--- config.mk ---
export PLATFORM = sky130hd
export DESIGN_NAME = skip_unit
export DESIGN_NICKNAME = d
export VERILOG_FILES = /design/src/rtl/skip_unit_pkg.sv /design/src/rtl/skip_sw_select.sv /design/src/rtl/skip_cond_eval.sv /design/src/rtl/skip_pc_step.sv /design/src/rtl/skip_unit.sv
export SDC_FILE = /design/constraint.sdc
export NUM_CORES = 1
export LEC_CHECK = 0
export ABC_AREA = 1
export BUFFER_PORTS_ARGS = -buffer_cell sky130_fd_sc_hd__buf_2
export CORE_MARGIN = 2
export CORE_UTILIZATION = 39
export CTS_CLUSTER_SIZE = 14
export DETAILED_ROUTE_END_ITERATION = 16
export GPL_ROUTABILITY_DRIVEN = 0
export PLACE_DENSITY = 0.92
export SKIP_CTS_REPAIR_TIMING = 1
export SLEW_MARGIN = 0
export SYNTH_ARGS = -nofsm -noshare
export SYNTH_HDL_FRONTEND = slang
export SYNTH_SLANG_ARGS = --single-unit
--- constraint.sdc ---
create_clock -name clk_i -period 1.3 [get_ports clk_i]
set_input_delay 0.065 -clock clk_i [delete_from_list [all_inputs] [get_ports clk_i]]
set_output_delay 0.065 -clock clk_i [all_outputs]
set_load 0.005 [all_outputs]
--- src/rtl/skip_unit_pkg.sv ---
package skip_unit_pkg;
  localparam int ADDR_W = 15;
  localparam int WORD_W = 36;
  localparam int ACC_W  = 38;
  localparam int NUM_SW = 6;
  localparam logic [ADDR_W-1:0] SW_BASE = 15'o161;

  typedef enum logic [2:0] {
    OP_ZERO    = 3'd0,
    OP_NONZERO = 3'd1,
    OP_LOWBIT  = 3'd2,
    OP_PBIT    = 3'd3,
    OP_DIVCHK  = 3'd4,
    OP_SWITCH  = 3'd5
  } test_op_e;
endpackage

--- src/rtl/skip_sw_select.sv ---
module skip_sw_select #(
  parameter int ADDR_W = 15,
  parameter int NUM_SW = 6,
  parameter logic [ADDR_W-1:0] BASE = 15'o161
) (
  input  logic [ADDR_W-1:0] addr_i,
  input  logic [NUM_SW-1:0] sw_i,
  output logic              sw_on_o
);
  logic [NUM_SW-1:0] sel;

  for (genvar k = 0; k < NUM_SW; k++) begin : g_dec
    assign sel[k] = (addr_i == BASE + ADDR_W'(k));
  end

  assign sw_on_o = |(sel & sw_i);

  // fixed codes never select two switches
  always_comb begin
    p_sw_onehot_r6: assert ($onehot0(sel));
  end
endmodule

--- src/rtl/skip_cond_eval.sv ---
module skip_cond_eval
  import skip_unit_pkg::*;
#(
  parameter int WORD_W = 36,
  parameter int ACC_W  = 38
) (
  input  logic [2:0]        op_i,
  input  logic [WORD_W-1:0] stor_i,
  input  logic [ACC_W-1:0]  acc_i,
  input  logic              div_chk_i,
  input  logic              sw_on_i,
  output logic              skip_o,
  output logic              clr_o
);
  localparam int MAG_W = WORD_W - 1;
  localparam int P_POS = ACC_W - 3;

  logic mag_zero;
  assign mag_zero = (stor_i[MAG_W-1:0] == '0);

  always_comb begin
    skip_o = 1'b0;
    clr_o  = 1'b0;
    case (op_i)
      OP_ZERO:    skip_o = mag_zero;
      OP_NONZERO: skip_o = !mag_zero;
      OP_LOWBIT:  skip_o = acc_i[0];
      OP_PBIT:    skip_o = acc_i[P_POS];
      OP_DIVCHK: begin
        skip_o = !div_chk_i;
        clr_o  = div_chk_i;
      end
      OP_SWITCH:  skip_o = sw_on_i;
      default:    skip_o = 1'b0;
    endcase
  end
endmodule

--- src/rtl/skip_pc_step.sv ---
module skip_pc_step #(
  parameter int ADDR_W = 15
) (
  input  logic [ADDR_W-1:0] pc_i,
  input  logic              skip_i,
  output logic [ADDR_W-1:0] next_pc_o
);
  assign next_pc_o = pc_i + (skip_i ? ADDR_W'(2) : ADDR_W'(1));
endmodule

--- src/rtl/skip_unit.sv ---
module skip_unit
  import skip_unit_pkg::*;
#(
  parameter int ADDR_W = skip_unit_pkg::ADDR_W,
  parameter int WORD_W = skip_unit_pkg::WORD_W,
  parameter int ACC_W  = skip_unit_pkg::ACC_W,
  parameter int NUM_SW = skip_unit_pkg::NUM_SW
) (
  input  logic              clk_i,
  input  logic              rst_ni,
  input  logic              valid_i,
  input  logic [2:0]        op_i,
  input  logic [WORD_W-1:0] stor_word_i,
  input  logic [ACC_W-1:0]  acc_i,
  input  logic              div_chk_i,
  input  logic [NUM_SW-1:0] sense_sw_i,
  input  logic [ADDR_W-1:0] addr_i,
  input  logic [ADDR_W-1:0] pc_i,
  output logic [ADDR_W-1:0] next_pc_o,
  output logic              div_clr_o,
  output logic              done_o
);
  logic              sw_on, skip, clr_req;
  logic [ADDR_W-1:0] pc_calc;

  skip_sw_select #(.ADDR_W(ADDR_W), .NUM_SW(NUM_SW), .BASE(SW_BASE)) i_sw (
    .addr_i (addr_i),
    .sw_i   (sense_sw_i),
    .sw_on_o(sw_on)
  );

  skip_cond_eval #(.WORD_W(WORD_W), .ACC_W(ACC_W)) i_cond (
    .op_i     (op_i),
    .stor_i   (stor_word_i),
    .acc_i    (acc_i),
    .div_chk_i(div_chk_i),
    .sw_on_i  (sw_on),
    .skip_o   (skip),
    .clr_o    (clr_req)
  );

  skip_pc_step #(.ADDR_W(ADDR_W)) i_step (
    .pc_i     (pc_i),
    .skip_i   (skip),
    .next_pc_o(pc_calc)
  );

  // skip trigger latched late; next address formed from it
  always_ff @(posedge clk_i or negedge rst_ni) begin
    if (!rst_ni) begin
      next_pc_o <= '0;
      div_clr_o <= 1'b0;
      done_o    <= 1'b0;
    end else begin
      done_o    <= valid_i;
      div_clr_o <= valid_i & clr_req;
      if (valid_i) next_pc_o <= pc_calc;
    end
  end

  p_done_follows_r10: assert property (@(posedge clk_i) disable iff (!rst_ni)
    valid_i |=> done_o);
  p_no_spurious_done_r10: assert property (@(posedge clk_i) disable iff (!rst_ni)
    !valid_i |=> !done_o);
  p_pc_hold_r10: assert property (@(posedge clk_i) disable iff (!rst_ni)
    !valid_i |=> $stable(next_pc_o));
  p_clr_with_done_r5: assert property (@(posedge clk_i) disable iff (!rst_ni)
    div_clr_o |-> done_o);
  p_pc_step_r8: assert property (@(posedge clk_i) disable iff (!rst_ni)
    valid_i |=> (next_pc_o == $past(pc_i) + ADDR_W'(1)) ||
                (next_pc_o == $past(pc_i) + ADDR_W'(2)));
  p_zero_skip_r1: assert property (@(posedge clk_i) disable iff (!rst_ni)
    (valid_i && op_i == 3'd0) |=>
      ((next_pc_o == $past(pc_i) + ADDR_W'(2)) == ($past(stor_word_i[WORD_W-2:0]) == '0)));
endmodule

======== Word level (Yosys, flattened, before mapping) ========
Index checks and enable logic that the tools add are counted.
storage, ports and cells
  register bits after elaboration ......... 17
  memories kept ........................... 0
  bits in latches ......................... 0
  input port bits ......................... 117
  memory bits (read-only) ................. 0
  memory bits (writable) .................. 0
operators by class
  bitwise gates (word level) .............. 2
  div/mod/pow operators ................... 0
  add/subtract/negate cells ............... 1
  muxes and demuxes ....................... 3
  eq/ne operators ......................... 11
  multipliers ............................. 0
  shift operators ......................... 0
  reduce and logical (&&, ||, !) cells .... 5
  order comparisons ....................... 0
operator list
  cell                                            number
  == test 15 x 7 -> 1 bit, second input constant  6
  logical NOT 35 bit                              1
  adder 15 bit                                    1
  bitwise AND 6 bit                               1
  == test 3 x 2 -> 1 bit, second input constant   2
  == test 3 bit, second input constant            2
  one-hot mux 1 bit (6 select lines)              1
  OR reduction 6 bit                              1
  == test 3 x 1 -> 1 bit, second input constant   1
  logical NOT 3 bit                               1
  logical NOT 1 bit                               2
  two-way mux 2 bit                               1
  bitwise AND 1 bit                               1
  two-way mux 1 bit                               1

======== Depth between registers and ports, before layout ========
  depth in word-level cells ............... 6
  gate-level depth with buffers ........... 22
  depth with buffers taken out ............ 22

======== Modules after synthesis ========
A second synthesis with hierarchy kept.
second synthesis, totals
  cell total of the unflattened synthesis .. 228
  area, all modules ....................... 1423.9 um2
modules (own cells, without submodules)
  module          area an instance (um2)  cells each  instances
  skip_unit       665.6                   68          1
  skip_pc_step    409.1                   79          1
  skip_cond_eval  226.5                   54          1
  skip_sw_select  122.6                   27          1

======== Worst setup path before layout ========
No wires, ideal clock.
  path type ............................... in2reg
  from .................................... input port stor_word_i[15]
  to ...................................... register next_pc_o[14]
  data required time ...................... 1.183 ns
  library setup time ...................... 0.117 ns
  arrival ................................. 2.020 ns
  cell stages on the path ................. 22
  path buffers ............................ 0
  path slack .............................. -0.837 ns
  cells stage by stage .................... nor2_1 nand2_1 nor2_1 nand2_1 nor2_1 nand2_1 nand2_1 inv_1 nor2_1 ha_1 inv_1 fa_1 inv_1 nand2_1 nor2_4 nand3_1 clkinv_1 nand2_1 nand2_1 nand2_1 nand2_1 nand2_1
between the ends
  cells in the longest elaborated chain, start to end .. 5
RTL lines
  element                               line                  text
  start, declared                       skip_unit.sv:13       input logic [WORD_W-1:0] stor_word_i,
  logical NOT 35 bit *                  skip_cond_eval.sv:19  assign mag_zero = (stor_i[MAG_W-1:0] == '0);
  logical NOT 1 bit                     skip_cond_eval.sv:26  OP_NONZERO: skip_o = !mag_zero;
  one-hot mux 1 bit (6 select lines) *  skip_cond_eval.sv:24  case (op_i)
  two-way mux 2 bit *                   skip_pc_step.sv:8     assign next_pc_o = pc_i + (skip_i ? ADDR_W'(2) : ADDR_W'(1));
  adder 15 bit *                        skip_pc_step.sv:8
  end signal, assigned                  skip_unit.sv:57       if (valid_i) next_pc_o <= pc_calc;
  end, declared                         skip_unit.sv:19       output logic [ADDR_W-1:0] next_pc_o,
Mark *: on every way between the ends. The rest lies on a longest branch, timed or not.
A chain may end at the register's enable or synchronous reset.

======== Worst setup path in the final report ========
  from .................................... input port stor_word_i[21]
  to ...................................... register next_pc_o[14]
The elaborated chain is that of the path after synthesis.

==> results.md <==
* Status: complete, but fails checks
* Failing checks: setup timing
* Critical path class: input port to flip-flop
* Initial drt markers at 97
* Fmax at 0.4943 GHz
* Maxcap violations at 0
* Number of global-route vias before repair at 1618
* Total track usage at 19.91%
* Final Cell Area at 0.002223 sq mm
* Fin. max-slew vios at 0
* Synth Cell Area at 0.001330 sq mm
* WL/cell at 11.43 um
* CP Capture Type: flip-flop
* Ports at 134
* Lkg Pwr at 1.211 nW
* Number of port buffers at 96
* Initial antenna violation count at 0
* Setup TNS at -7144 ps
* Share of cells above drive strength 1 at 45.45%
* Largest area contributor in the netlist: dfrtp_1
* CTS H-Tree Depth at 1
* Max rail drop VDD at 0.2549 mV
* Primary FF master, synth: dfrtp_1
* Most common cell in the netlist: nand2_1
* Final #Nets at 451
* CP Launch Type: input port
* Final wirelength at 4298 um
* DRT antenna net count at 0
* Initial Utilization at 40.17%
* Die area at 0.003893 sq mm
* Post-synth EDFFs at 0
* Worst path required time at 1490 ps
* Final min period at 2023 ps
* Die Y at 62.40 um
* Final hold violations at 0
* Avg Cell Area, Syn at 6.101 sq um
* Top post-synthesis cells by count: nand2_1, nor2_1, inv_1
* Layout Cells excl Fill at 376
* Crit path DAT at 2220 ps
* Num rows at 21
* Final Skew at 0 ps
* Clock transition at the registers of the reported paths at 100 ps
* Clock Tree Buf Depth at 2
* Max FO, Critical Path at 4
* Die X at 62.40 um
* Clock tree sinks at 17
* Placed Instances at 365
* Netlist cell types at 27
* Core Region at 0.003311 sq mm
* Dpl cell area at 0.001977 sq mm
* Routed vias/inst at 4.785
* Area Growth Syn to Fin at 67.17%
* Slew @ Worst Pin at 375.4 ps
* GRT overflow at 0
* Dpl hpwl at 3043 um
* Top cell type's share of synthesized area at 31.98%
* PD cells at 651.4 mW/mm^2
* Synth warn at 0
* N_diodes at 0
* Worst Hold Class: input port to flip-flop
* Synth async-reset ratio at 100.0%
* CTS Buf Count at 3
* Largest net degree at the start of global routing at 18
* CTS tree: yes
* Setup ws final at -722.9 ps
* Syn nets at 338
* RSZ-0062 raised after global routing: true
* Main area contributors after synthesis: dfrtp_1, nand2_1, nor2_1, inv_1, nand3_1
* First-pass GRT wire length at 6375 um
* Worst relative slew slack at 74.97%
* CTS root buffer: clkbuf_4
* Clock latency at the later pin of the worst-skew pair at 290 ps
* Vias at 1799
* Tcrit/Tclk final at 155.6%
* Mapped Cells at 218
* DRC at 0
* Sequential area share after synthesis at 31.98%
* Final Setup Violations at 14
* Seq cells post-synth at 17
* Pre-CTS setup slack at -966.2 ps
* DR pass1 iterations at 4
-- cell families after synthesis --
group                      after synthesis  share of synthesized area (%)
and+or+nand+nor                        141                          44.78
xor gates and xnor gates                 4                          2.634
adders and majority gates                3                          3.386
AOI/OAI and AO/OA                       19                          7.621
DFF                                     17                          31.99
buffers and inverters                   34                          9.595
-- worst max-delay path, stage by stage --
cell and delay (ps):
buf_2 110, nor2_4 90, nand2_1 50, nor2_1 80
nand2_1 70, nor2_2 130, nand2_1 80, nand2_2 100
inv_2 50, nor2_4 130, ha_4 150, inv_2 50
fa_2 380, inv_2 90, nand2_4 60, nor2_4 120
nand3_4 100, inv_4 80, nand2_2 40, nand2_1 60
nand2_1 40, nand2_1 50, nand2_1 50
-- sequential cells by signal (all words and copies together) (netlist names) --
signal,cells
div_clr_o,1
done_o,1
next_pc_o,15
-- cells in the final DEF, fill, tap and decap left out, types with 2 or more instances in the layout --
cell type and count:
a21oi_1 3, buf_2 90, buf_4 11, buf_6 8, clkbuf_4 3, dfrtp_1 17
ha_4 2, inv_1 25, inv_2 5, nand2_1 64, nand2_2 6, nand3_1 8
nand3_4 2, nand3b_1 2, nand4_1 4, nor2_1 30, nor2_2 5, nor2_4 11
nor3_1 4, o21ai_0 5, o21ai_1 7, xor2_1 4
-- cell type report --
| type | count | area, sq um |
|---|---|---|
| clock buffer | 4 | 26.28 |
| fill | 293 | 1087 |
| inverter | 32 | 122.6 |
| multi-input combinational | 167 | 958.4 |
| sequential | 17 | 425.4 |
| tap | 46 | 57.56 |
| timing repair buffer | 110 | 633.1 |
-- path summary, 6_finish.rpt --
kind,end,cells past startpoint,start,slack (ps)
min in group asynchronous,next_pc_o[13],2,rst_ni,230
hold / removal,next_pc_o[6],3,pc_i[6],60
setup reg to reg,next_pc_o[4],2,next_pc_o[4],640
max in group asynchronous,div_clr_o,2,rst_ni,800
setup / recovery,next_pc_o[14],23,stor_word_i[21],-720
hold reg to reg,next_pc_o[0],2,next_pc_o[0],480
-- power breakdown --
part           internal (W)  total [W]  switching (W)
clock              0.000119   0.000286       0.000167
sequential         0.000581   0.000609      0.0000273
combinational      0.000278   0.000553       0.000275
-- stage by stage --
| step | utilization (%) | hold slack [ps] | power (W) |
|---|---|---|---|
| after floorplan | - | -230.6 | 0.0008120 |
| final | 67.16 | 61.74 | 0.001448 |
| after global placement | 59.71 | 1.299 | 0.001056 |
| after detailed placement | 59.71 | 1.700 | 0.001070 |
| after CTS | 60.51 | -316.8 | 0.001353 |
| after global routing | 67.16 | 81.55 | 0.001547 |
-- routing by layer --
metal,vias up,wire length (um),global-route usage [%]
met4,0,102,5.000
met3,17,358,3.964
li1,900,-,-
met2,95,2138,38.04
met1,787,1698,22.57
met5,-,0,0
Power figures use the tool's default switching activity.
